## config.mk

```make
export PLATFORM = sky130hd
export DESIGN_NAME = chain_tx_dma
export DESIGN_NICKNAME = d
export VERILOG_FILES = /design/src/rtl/chain_tx_dma_pkg.sv /design/src/rtl/chain_tx_dma_dp.sv /design/src/rtl/chain_tx_dma_ctrl.sv /design/src/rtl/chain_tx_dma.sv
export SDC_FILE = /design/constraint.sdc
export NUM_CORES = 1
export LEC_CHECK = 0
export ABC_AREA = 1
export BUFFER_PORTS_ARGS = -buffer_cell sky130_fd_sc_hd__buf_2
export CORE_MARGIN = 4
export CORE_UTILIZATION = 50
export CTS_BUF_LIST = sky130_fd_sc_hd__clkbuf_2 sky130_fd_sc_hd__clkbuf_4 sky130_fd_sc_hd__clkbuf_8
export CTS_CLUSTER_DIAMETER = 40
export CTS_CLUSTER_SIZE = 24
export DETAILED_ROUTE_END_ITERATION = 12
export HOLD_SLACK_MARGIN = 0.15
export PLACE_DENSITY_LB_ADDON = 0.08
export RECOVER_POWER = 100
export SLEW_MARGIN = 30
export SYNTH_ARGS = -nofsm -noshare
export SYNTH_HDL_FRONTEND = slang
export SYNTH_HIERARCHICAL = 1
export SYNTH_SLANG_ARGS = --single-unit
```

## constraint.sdc

```tcl
create_clock -name clk -period 3.1 [get_ports clk]
set_clock_uncertainty 0.2 [all_clocks]
set_input_delay 0.155 -clock clk [delete_from_list [all_inputs] [get_ports clk]]
set_output_delay 0.155 -clock clk [all_outputs]
set_load 0.01 [all_outputs]
```

## src/rtl/chain_tx_dma_pkg.sv

```systemverilog
package chain_tx_dma_pkg;

  localparam int FLAG_EOL  = 0;
  localparam int FLAG_EOP  = 3;
  localparam int FLAG_IRQ  = 4;
  localparam int CTX_DIS   = 15;
  localparam int DESC_WORDS = 4;

  typedef enum logic [1:0] {RD_DESC, RD_BUF, RD_CTX} rd_sel_e;
  typedef enum logic {WR_DESC, WR_CTX} wr_sel_e;

  typedef enum logic [3:0] {
    ST_IDLE, ST_DRD, ST_DWAIT, ST_DDONE, ST_META, ST_CHUNK, ST_BRD,
    ST_BWAIT, ST_PUSH, ST_CEND, ST_WB, ST_CRD, ST_CWAIT, ST_CWR
  } tx_state_e;

  typedef struct packed {
    logic       loadStart;
    logic       loadNext;
    logic       capWord;
    logic [1:0] wordIdx;
    logic       initBuf;
    logic       loadChunk;
    logic       capData;
    logic       advance;
    logic       commitBuf;
    logic       capCtx;
    logic       setEol;
    logic       clrEol;
    logic       setMeta;
    logic       clrMeta;
    rd_sel_e    rdSel;
    wr_sel_e    wrSel;
  } dp_ctrl_t;

  typedef struct packed {
    logic remainZero;
    logic chunkEnd;
    logic fEol;
    logic fEop;
    logic fIrq;
    logic eolFlag;
    logic sendMeta;
  } dp_stat_t;

endpackage

```

## src/rtl/chain_tx_dma_dp.sv

```systemverilog
module chain_tx_dma_dp
  import chain_tx_dma_pkg::*;
#(
  parameter int ADDR_W      = 32,
  parameter int CHUNK_BYTES = 2048
) (
  input  logic              clk,
  input  logic              rstN,
  input  dp_ctrl_t          ctl,
  input  logic [ADDR_W-1:0] startPtr,
  input  logic [ADDR_W-1:0] ctxPtrIn,
  input  logic [31:0]       memRdData,
  output dp_stat_t          stat,
  output logic [ADDR_W-1:0] memRdAddr,
  output logic [ADDR_W-1:0] memWrAddr,
  output logic [31:0]       memWrData,
  output logic [31:0]       outData,
  output logic [2:0]        outBytes,
  output logic              pktEnd,
  output logic [15:0]       metaData,
  output logic [ADDR_W-1:0] savedDescPtr,
  output logic [ADDR_W-1:0] savedBufPtr,
  output logic              eolFlag
);

  localparam int CW = $clog2(CHUNK_BYTES) + 1;

  logic [31:0]       descWord [DESC_WORDS];
  logic [ADDR_W-1:0] descAddr, ctxAddr, workPtr, savedBuf;
  logic [CW-1:0]     chunkLeft;
  logic [31:0]       dataReg, ctxFlags;
  logic              eolR, metaR;

  logic [ADDR_W-1:0] bufStart, afterPtr, nextPtr, remain, wordOff;
  logic [31:0]       flags;
  logic [CW-1:0]     chunkLen;
  logic [2:0]        beatBytes;

  assign nextPtr  = descWord[0][ADDR_W-1:0];
  assign bufStart = descWord[1][ADDR_W-1:0];
  assign flags    = descWord[2];
  assign afterPtr = descWord[3][ADDR_W-1:0];
  assign remain   = afterPtr - workPtr;
  assign wordOff  = {{(ADDR_W-4){1'b0}}, ctl.wordIdx, 2'b00};

  assign chunkLen  = (remain > ADDR_W'(CHUNK_BYTES)) ? CW'(CHUNK_BYTES) : remain[CW-1:0];
  assign beatBytes = (chunkLeft >= CW'(4)) ? 3'd4 : chunkLeft[2:0];

  // descriptor word capture, one per index
  for (genvar gi = 0; gi < DESC_WORDS; gi++) begin : g_desc
    always_ff @(posedge clk or negedge rstN) begin
      if (!rstN) descWord[gi] <= '0;
      else if (ctl.capWord && ctl.wordIdx == 2'(gi)) descWord[gi] <= memRdData;
    end
  end

  always_ff @(posedge clk or negedge rstN) begin
    if (!rstN) begin
      descAddr  <= '0;
      ctxAddr   <= '0;
      workPtr   <= '0;
      savedBuf  <= '0;
      chunkLeft <= '0;
      dataReg   <= '0;
      ctxFlags  <= '0;
      eolR      <= 1'b0;
      metaR     <= 1'b0;
    end else begin
      if (ctl.loadStart) begin
        descAddr <= startPtr;
        ctxAddr  <= ctxPtrIn;
      end else if (ctl.loadNext) begin
        descAddr <= nextPtr;
      end
      if (ctl.initBuf) begin
        workPtr  <= bufStart;
        savedBuf <= bufStart;
      end else begin
        if (ctl.advance)   workPtr  <= workPtr + {{(ADDR_W-3){1'b0}}, beatBytes};
        if (ctl.commitBuf) savedBuf <= workPtr;
      end
      if (ctl.loadChunk)    chunkLeft <= chunkLen;
      else if (ctl.advance) chunkLeft <= chunkLeft - {{(CW-3){1'b0}}, beatBytes};
      if (ctl.capData) dataReg  <= memRdData;
      if (ctl.capCtx)  ctxFlags <= memRdData;
      if (ctl.setEol)      eolR <= 1'b1;
      else if (ctl.clrEol) eolR <= 1'b0;
      if (ctl.setMeta)      metaR <= 1'b1;
      else if (ctl.clrMeta) metaR <= 1'b0;
    end
  end

  always_comb begin
    unique case (ctl.rdSel)
      RD_BUF:  memRdAddr = {workPtr[ADDR_W-1:2], 2'b00};
      RD_CTX:  memRdAddr = ctxAddr + ADDR_W'(4);
      default: memRdAddr = descAddr + wordOff;
    endcase
  end

  always_comb begin
    if (ctl.wrSel == WR_CTX) begin
      memWrAddr = ctxAddr + ADDR_W'(4);
      memWrData = ctxFlags | (32'd1 << CTX_DIS);
    end else begin
      memWrAddr = descAddr + wordOff;
      memWrData = descWord[ctl.wordIdx];
    end
  end

  assign stat.remainZero = (remain == '0);
  assign stat.chunkEnd   = (chunkLeft == {{(CW-3){1'b0}}, beatBytes});
  assign stat.fEol       = flags[FLAG_EOL];
  assign stat.fEop       = flags[FLAG_EOP];
  assign stat.fIrq       = flags[FLAG_IRQ];
  assign stat.eolFlag    = eolR;
  assign stat.sendMeta   = metaR;

  assign outData      = dataReg;
  assign outBytes     = beatBytes;
  assign pktEnd       = flags[FLAG_EOP] && (remain == {{(ADDR_W-3){1'b0}}, beatBytes});
  assign metaData     = flags[31:16];
  assign savedDescPtr = descAddr;
  assign savedBufPtr  = savedBuf;
  assign eolFlag      = eolR;

endmodule

```

## src/rtl/chain_tx_dma_ctrl.sv

```systemverilog
module chain_tx_dma_ctrl
  import chain_tx_dma_pkg::*;
(
  input  logic     clk,
  input  logic     rstN,
  input  logic     startPulse,
  input  logic     contPulse,
  input  logic     memRdValid,
  input  logic     outReady,
  input  dp_stat_t stat,
  output dp_ctrl_t ctl,
  output logic     memRdReq,
  output logic     memWrEn,
  output logic     outValid,
  output logic     metaValid,
  output logic     irqPulse,
  output logic     busy
);

  tx_state_e state, stateNext;
  logic [1:0] wordIdx, wordIdxNext;
  logic       contLoad, contLoadNext;

  always_ff @(posedge clk or negedge rstN) begin
    if (!rstN) begin
      state    <= ST_IDLE;
      wordIdx  <= '0;
      contLoad <= 1'b0;
    end else begin
      state    <= stateNext;
      wordIdx  <= wordIdxNext;
      contLoad <= contLoadNext;
    end
  end

  always_comb begin
    ctl          = '0;
    ctl.rdSel    = RD_DESC;
    ctl.wrSel    = WR_DESC;
    ctl.wordIdx  = wordIdx;
    stateNext    = state;
    wordIdxNext  = wordIdx;
    contLoadNext = contLoad;
    memRdReq     = 1'b0;
    memWrEn      = 1'b0;
    outValid     = 1'b0;
    metaValid    = 1'b0;
    irqPulse     = 1'b0;

    unique case (state)
      ST_IDLE: begin
        if (startPulse) begin
          ctl.loadStart = 1'b1;
          ctl.clrEol    = 1'b1;
          ctl.setMeta   = 1'b1;
          contLoadNext  = 1'b0;
          wordIdxNext   = '0;
          stateNext     = ST_DRD;
        end else if (contPulse && stat.eolFlag && stat.fEol) begin
          contLoadNext = 1'b1;
          wordIdxNext  = '0;
          stateNext    = ST_DRD;
        end
      end
      ST_DRD: begin
        memRdReq  = 1'b1;
        stateNext = ST_DWAIT;
      end
      ST_DWAIT: begin
        if (memRdValid) begin
          ctl.capWord = 1'b1;
          if (wordIdx == 2'd3) begin
            stateNext = ST_DDONE;
          end else begin
            wordIdxNext = wordIdx + 2'd1;
            stateNext   = ST_DRD;
          end
        end
      end
      ST_DDONE: begin
        if (contLoad) begin
          if (stat.fEol) begin
            contLoadNext = 1'b0;
            stateNext    = ST_IDLE;
          end else begin
            ctl.loadNext = 1'b1;
            ctl.clrEol   = 1'b1;
            ctl.setMeta  = 1'b1;
            contLoadNext = 1'b0;
            wordIdxNext  = '0;
            stateNext    = ST_DRD;
          end
        end else begin
          stateNext = ST_META;
        end
      end
      ST_META: begin
        metaValid   = stat.sendMeta;
        ctl.clrMeta = 1'b1;
        ctl.initBuf = 1'b1;
        stateNext   = ST_CHUNK;
      end
      ST_CHUNK: begin
        if (stat.remainZero) begin
          irqPulse    = stat.fIrq;
          ctl.setMeta = stat.fEop;
          wordIdxNext = '0;
          stateNext   = ST_WB;
        end else begin
          ctl.loadChunk = 1'b1;
          stateNext     = ST_BRD;
        end
      end
      ST_BRD: begin
        memRdReq  = 1'b1;
        ctl.rdSel = RD_BUF;
        stateNext = ST_BWAIT;
      end
      ST_BWAIT: begin
        ctl.rdSel = RD_BUF;
        if (memRdValid) begin
          ctl.capData = 1'b1;
          stateNext   = ST_PUSH;
        end
      end
      ST_PUSH: begin
        outValid = 1'b1;
        if (outReady) begin
          ctl.advance = 1'b1;
          stateNext   = stat.chunkEnd ? ST_CEND : ST_BRD;
        end
      end
      ST_CEND: begin
        ctl.commitBuf = 1'b1;
        stateNext     = ST_CHUNK;
      end
      ST_WB: begin
        memWrEn = 1'b1;
        if (wordIdx == 2'd3) begin
          wordIdxNext = '0;
          if (stat.fEol) begin
            ctl.setEol = 1'b1;
            stateNext  = ST_CRD;
          end else begin
            ctl.loadNext = 1'b1;
            stateNext    = ST_DRD;
          end
        end else begin
          wordIdxNext = wordIdx + 2'd1;
        end
      end
      ST_CRD: begin
        memRdReq  = 1'b1;
        ctl.rdSel = RD_CTX;
        stateNext = ST_CWAIT;
      end
      ST_CWAIT: begin
        ctl.rdSel = RD_CTX;
        if (memRdValid) begin
          ctl.capCtx = 1'b1;
          stateNext  = ST_CWR;
        end
      end
      ST_CWR: begin
        memWrEn   = 1'b1;
        ctl.wrSel = WR_CTX;
        stateNext = ST_IDLE;
      end
      default: stateNext = ST_IDLE;
    endcase
  end

  assign busy = (state != ST_IDLE);

endmodule

```

## src/rtl/chain_tx_dma.sv

```systemverilog
module chain_tx_dma
  import chain_tx_dma_pkg::*;
#(
  parameter int ADDR_W      = 32,
  parameter int CHUNK_BYTES = 2048
) (
  input  logic              clk,
  input  logic              rstN,
  input  logic              startPulse,
  input  logic [ADDR_W-1:0] startDescPtr,
  input  logic [ADDR_W-1:0] startCtxPtr,
  input  logic              contPulse,
  output logic              memRdReq,
  output logic [ADDR_W-1:0] memRdAddr,
  input  logic              memRdValid,
  input  logic [31:0]       memRdData,
  output logic              memWrEn,
  output logic [ADDR_W-1:0] memWrAddr,
  output logic [31:0]       memWrData,
  output logic              outValid,
  input  logic              outReady,
  output logic [31:0]       outData,
  output logic [2:0]        outBytes,
  output logic              outLast,
  output logic              metaValid,
  output logic [15:0]       metaData,
  output logic              irqPulse,
  output logic              eolFlag,
  output logic              busy,
  output logic [ADDR_W-1:0] savedDescPtr,
  output logic [ADDR_W-1:0] savedBufPtr
);

  dp_ctrl_t ctl;
  dp_stat_t stat;
  logic     pktEnd;

  chain_tx_dma_ctrl u_ctrl (
    .clk        (clk),
    .rstN       (rstN),
    .startPulse (startPulse),
    .contPulse  (contPulse),
    .memRdValid (memRdValid),
    .outReady   (outReady),
    .stat       (stat),
    .ctl        (ctl),
    .memRdReq   (memRdReq),
    .memWrEn    (memWrEn),
    .outValid   (outValid),
    .metaValid  (metaValid),
    .irqPulse   (irqPulse),
    .busy       (busy)
  );

  chain_tx_dma_dp #(
    .ADDR_W      (ADDR_W),
    .CHUNK_BYTES (CHUNK_BYTES)
  ) u_dp (
    .clk          (clk),
    .rstN         (rstN),
    .ctl          (ctl),
    .startPtr     (startDescPtr),
    .ctxPtrIn     (startCtxPtr),
    .memRdData    (memRdData),
    .stat         (stat),
    .memRdAddr    (memRdAddr),
    .memWrAddr    (memWrAddr),
    .memWrData    (memWrData),
    .outData      (outData),
    .outBytes     (outBytes),
    .pktEnd       (pktEnd),
    .metaData     (metaData),
    .savedDescPtr (savedDescPtr),
    .savedBufPtr  (savedBufPtr),
    .eolFlag      (eolFlag)
  );

  assign outLast = outValid && pktEnd;

endmodule

```

# Yosys cells after proc, flatten, opt, wreduce, memory -nomap -nowiden
# Index checks and enable logic that the tools add are counted.
# word_totals
output_inout_bits	219
wordCells	163
inputBits	102
regBits	341
# classes
add_sub_neg	6
n_lt_le_gt_ge	3
n_reduce_logical	28
bitwise_logic	1
mux	79
n_eq_ne	30
# op_table
operator	count
two-way mux 32 bit	10
binary-select mux 32 bit (select 2 bit)	1
case mux 32 bit (2 select lines)	1
case mux 4 bit (12 select lines)	1
two-way mux 4 bit	11
two-way mux 12 bit	3
two-way mux 1 bit	33
adder 32 x 3 -> 32 bit	1
adder 32 x 3 -> 32 bit (second input constant)	1
adder 32 x 4 -> 32 bit	1
equality test 32 x 3 -> 1 bit	1
greater-than comparator 32 x 12 -> 1 bit (second input constant)	1
logical NOT 32 bit	1
subtractor 32 bit	1
equality test 4 bit (second input constant)	6
two-way mux 2 bit	12
equality test 4 x 3 -> 1 bit (second input constant)	4
inequality test 2 bit (second input constant)	7
nonzero test 2 bit	7
equality test 12 x 3 -> 1 bit	1
>= comparator 12 x 3 -> 1 bit (second input constant)	1
subtractor 12 x 3 -> 12 bit	1
case mux 2 bit (5 select lines)	1
equality test 4 x 2 -> 1 bit (second input constant)	2
other kinds (22)	38

# Longest topological paths before layout
# depth
ltp_word	6
ltp_mapped	28
mapped_depth_nobuf	27

# Modules after synthesis
# Netlist, hierarchy kept.
# by_module_without_submodules
mod	seq_area_each_um2	n_inst	cells_each	area_each_um2
chain_tx_dma_dp	8333.0	1	2725	19954.1
chain_tx_dma_ctrl	175.2	1	152	815.8
chain_tx_dma	0.0	1	2	7.5

# Worst setup path before layout
# Ideal clock, no wire load.
# synth_path
kind	register to register
start	register u_dp.chunkLeft[7]
end	register u_dp.workPtr[30]
slack_ps	-345
path_buffers	0
setup_ps	130
synth_period_minus_slack_ps	3445
t_required_ps	2770
path_stages_with_launch	25
arrival_time_ps	3115
cell_sequence	dfrtp_1 > nor2_1 > nand4_1 > nor2_1 > nand2_2 > nor2_1 > ha_1 > inv_1 > fa_1 > inv_1 > nand2_1 > nand2_1 > nand2_2 > nor2_2 > inv_1 > nor2_2 > inv_2 > nor2_4 > nand2_2 > nor2_2 > nand2_1 > o21ai_1 > nand2_1 > o21ai_1 > o21ai_0
# synth_between
elab_chain_cells	5
# synth_lines
item	line	source
from (decl)	chain_tx_dma_dp.sv:30	logic [CW-1:0] chunkLeft;
from (signal assigned)	chain_tx_dma_dp.sv:82	if (ctl.loadChunk) chunkLeft <= chunkLen;
from (signal assigned)	chain_tx_dma_dp.sv:83	else if (ctl.advance) chunkLeft <= chunkLeft - {{(CW-3){1'b0}}, beatBytes};
>= comparator 12 x 3 -> 1 bit	chain_tx_dma_dp.sv:47	assign beatBytes = (chunkLeft >= CW'(4)) ? 3'd4 : chunkLeft[2:0];
two-way mux 3 bit	chain_tx_dma_dp.sv:47	
via outBytes[2]	chain_tx_dma.sv:23	output logic [2:0] outBytes,
adder 32 x 3 -> 32 bit	chain_tx_dma_dp.sv:79	if (ctl.advance) workPtr <= workPtr + {{(ADDR_W-3){1'b0}}, beatBytes};
two-way mux 32 bit	chain_tx_dma_dp.sv:79	
two-way mux 32 bit	chain_tx_dma_dp.sv:75	if (ctl.initBuf) begin
to (signal assigned)	chain_tx_dma_dp.sv:76	workPtr <= bufStart;
to (signal assigned)	chain_tx_dma_dp.sv:79	
to (decl)	chain_tx_dma_dp.sv:29	logic [ADDR_W-1:0] descAddr, ctxAddr, workPtr, savedBuf;
# The timed path passes the listed nets, and every way through them passes these cells. The select of a mux whose other input is x is not followed.
# A chain may end at the register's enable or synchronous reset.

# Worst setup path after layout
# layout_path
start	register u_dp.descAddr[2], in the netlist u_dp/savedDescPtr[2]
end	output port memRdAddr[28]
# layout_between
elab_chain_cells	2
# layout_lines
item	line	source
from (decl)	chain_tx_dma_dp.sv:29	
from (signal assigned)	chain_tx_dma_dp.sv:70	descAddr <= startPtr;
from (signal assigned)	chain_tx_dma_dp.sv:73	descAddr <= nextPtr;
adder 32 x 4 -> 32 bit	chain_tx_dma_dp.sv:97	default: memRdAddr = descAddr + wordOff;
case mux 32 bit (2 select lines)	chain_tx_dma_dp.sv:94	unique case (ctl.rdSel)
to (decl)	chain_tx_dma.sv:14	output logic [ADDR_W-1:0] memRdAddr,
# No other way between the ends.

==> flow_metrics.env <==
export IMPL_status="finished with violations"
export IMPL_failed_checks="negative setup slack"
export IMPL_die_x_um=212
export IMPL_via_count=24800
export IMPL_yosys_warnings=6
export IMPL_drtIter0Drc=3085
export IMPL_gp_congestion=1.01
export IMPL_ys_flop_type="dfrtp_1"
export IMPL_dieHeight_um=212
export IMPL_dp_hpwl_um=65900
export IMPL_dieArea_um2=44900
export IMPL_hold_class="in -> reg"
export IMPL_path_clk_slew_ps=100
export IMPL_synthArstFlopShare_pct=100
export IMPL_core_area_um2=40900
export IMPL_syn_to_final_growth_pct=45.8
export IMPL_grt_pass1_wl_um=141000
export IMPL_rows=74
export IMPL_critPathArrivalTime_ps=3570
export IMPL_syn_area_per_cell_um2=7.22
export IMPL_whs_path_depth=4
export IMPL_reg2reg_depth=25
export IMPL_grt_pass1_vias=23800
export IMPL_drt_wl_total_um=96600
export IMPL_slew_violations=0
export IMPL_irDropWorstVdd_mv=0.631
export IMPL_period_share_pct=126
export IMPL_finalHoldViolCount=0
export IMPL_antenna_left=0
export IMPL_critPathLaunchType="register"
export IMPL_insertion_delay_ps=700
export IMPL_drcViolationCount=0
export IMPL_finalSetupTns_ps=-51210
export IMPL_firstDrtPassIters=6
export IMPL_avgRoutedWirePerCell_um=22.7
export IMPL_min_period_ps=3920
export IMPL_cts_buffers=54
export IMPL_cap_violations=0
export IMPL_initial_utilization_pct=50.8
export IMPL_place_inst=3850
export IMPL_power_total_mw=26.4
export IMPL_htree_num_levels=2
export IMPL_dp_slack_ps=-579
export IMPL_ys_ff_latch=340
export IMPL_cts_tree="done"
export IMPL_max_freq_mhz=255
export IMPL_grt_max_degree=114
export IMPL_path_max_fanout=3
export IMPL_pin_count=321
export IMPL_synth_cell_area_um2=20800
export IMPL_track_usage_pct=40.8
export IMPL_ys_seq_area_share_pct=40.9
export IMPL_cp_end_kind="primary output"
export IMPL_via_per_inst=5.83
export IMPL_overflow=0
export IMPL_antenna_found_initial=7
export IMPL_rsz0062_at_grt="true"
export IMPL_cts_sinks=340
export IMPL_drive_gt1_share_pct=26.2
export IMPL_place_area_um2=24600
export IMPL_clockBufferDepth=3
export IMPL_leakage_nw=14.6
export IMPL_worstPathRequired_ps=2740
export IMPL_path_class="reg -> out"
export IMPL_timing_final_ws_setup_ps=-820
export IMPL_tightest_slew_ps=1420
export IMPL_syn_inst=2879
export IMPL_finalSetupViolations=179
export IMPL_synth_nets=3025
export IMPL_finalNonFillerCells=4258
export IMPL_numPortBuffers=320
export IMPL_cts_root_buf="clkbuf_8"
export IMPL_synth_edf_count=0
export IMPL_num_nets_final=3827
export IMPL_slew_limit_headroom_pct=5.33
export IMPL_power_density_nw_per_um2=873
export IMPL_synth_cell_types=54
export IMPL_final_area_um2=30300
## through the flow
| step | utilization, % | hold slack [ps] |
|---|---|---|
| 3_3_place_gp | 60.1 | -41.4 |
| 2_1_floorplan | - | -341 |
| 5_1_grt | 74.0 | 214 |
| 6_report | 74.0 | 190 |
| 4_1_cts | 72.5 | 152 |
| 3_5_place_dp | 60.2 | -35.7 |
## per-layer routing
metal,track usage [%],wire [um],vias up
li1,-,-,11000
met1,55.2,37200,11700
met2,60.9,42300,1699
met3,8.79,10400,396
met4,23.1,6770,6
met5,0,28,-
## registers in the layout, summed over array words and instances (netlist names), 2 cells and up
signal / flops
u_dp/chunkLeft: 12
u_dp/nextPtr: 32
u_dp/ctxAddr: 32
u_dp/savedDescPtr: 32
u_dp/outData: 32
u_dp/afterPtr: 32
u_dp/flags: 32
u_dp/ctxFlags: 31
u_dp/savedBufPtr: 32
u_dp/bufStart: 32
u_ctrl/wordIdx: 2
u_ctrl/state: 4
u_dp/workPtr: 32
## power breakdown
part	switching, mW	internal, mW
Combinational	8.51	5.36
Clock	2.32	2.29
Sequential	1.83	6.13
Total	12.7	13.8
## kinds of logic (layout without fill, tap and decap cells)
kind of cell / count (synthesis) / count (layout) / synth area share (%)
other: 1 / 3 / 0.0180
and+or+nand+nor: 1388 / 1388 / 28.7
AOI/OAI and AO/OA: 533 / 533 / 15.3
adders and majority gates: 44 / 44 / 2.76
buffers and inverters: 516 / 1361 / 9.82
xor gates and xnor gates: 57 / 57 / 2.40
DFF: 340 / 340 / 40.9
## synth_stat cells (20+ instances only)
| cell | instances | area share (%) |
|---|---|---|
| buf_4 | 23 | 0.83 |
| ha_1 | 41 | 2.5 |
| o221ai_1 | 20 | 0.84 |
| clkbuf_1 | 102 | 1.8 |
| nand4_1 | 46 | 1.4 |
| nor3_1 | 29 | 0.70 |
| o211ai_1 | 39 | 1.4 |
| nor2_2 | 27 | 0.81 |
| xor2_1 | 55 | 2.3 |
| a22oi_1 | 48 | 1.7 |
| dfrtp_1 | 340 | 41 |
| a21oi_1 | 103 | 2.5 |
| inv_1 | 354 | 6.4 |
| nand2_1 | 803 | 15 |
| nor2_1 | 263 | 4.8 |
| a41oi_1 | 29 | 1.2 |
| nand3_1 | 132 | 3.2 |
| o21ai_0 | 237 | 5.7 |
| nand2_2 | 28 | 0.84 |
## critical path, stage by stage (launching register included)
cell and delay (ps):
dfrtp_1 500, ha_4 230, fa_2 250, nand2_2 60, inv_2 80, nand2_4 70
nor2_4 150, nand3_4 110, nor2_4 160, nand3_2 120, inv_2 150, nand3_4 100
nor2_4 170, nand2_2 80, xor2_2 190, nand2_1 70, o211ai_1 170, buf_2 200
## final cells by class
cell class              instances  area (um^2)
flip-flops and latches        340         8520
fillers                      3138        10600
multi-input cells            2023        11700
clock buffers                  62          835
repair buffers                887         6640
well taps                     532          666
inverters                     374         1430
diodes                          2         5.00
clock inverters                37          439
repair inverters                1         7.51
## final timing paths
kind                                                   from                       endpoint  slack (ps)
setup / recovery           u_dp/savedDescPtr[2]$_DFFE_PN0P_                  memRdAddr[28]        -820
hold / removal                                 memRdData[6]   u_dp/ctxFlags[6]$_DFFE_PN0P_         190
setup reg to reg             u_dp/chunkLeft[10]$_DFFE_PN0P_   u_dp/workPtr[26]$_DFFE_PN0P_        -550
hold reg to reg                  u_dp/flags[14]$_DFFE_PN0P_     u_dp/flags[14]$_DFFE_PN0P_         290
max in group asynchronous                              rstN  u_dp/afterPtr[22]$_DFFE_PN0P_         230
min in group asynchronous                              rstN    u_ctrl/state[2]$_DFFE_PN0P_        1300
## cell usage in the layout, fill, tap and decap left out, types with 13 or more instances in the layout
cell type and count:
dlygate4sd3_1 246, nor3_1 24, nand4_1 46, nand2_1 743, a22oi_1 41, o21ai_2 20
a21oi_2 14, ha_1 20, nor2_4 32, a21oi_1 88, dfrtp_1 334, o211ai_1 39
ha_4 15, a41oi_1 24, clkbuf_8 60, clkbuf_1 119, xor2_1 35, buf_4 257
nor2_1 237, buf_6 39, inv_2 28, nand3_2 19, o21ai_0 187, buf_2 192
nand2_4 18, nand2_2 71, inv_1 335, nor2_2 29, nand3_1 121, clkbuf_4 13
o21ai_1 38
## what timing repair did
action                     CTS  global route
setup endpoints to repair  108           110
buffers inserted            41            28
hold endpoints to repair   611             0
pin swaps                   52            74
resized for setup          228           186
hold buffers               247             0
cloned                       2             2
No activity file was read; power rests on OpenSTA's default activity.
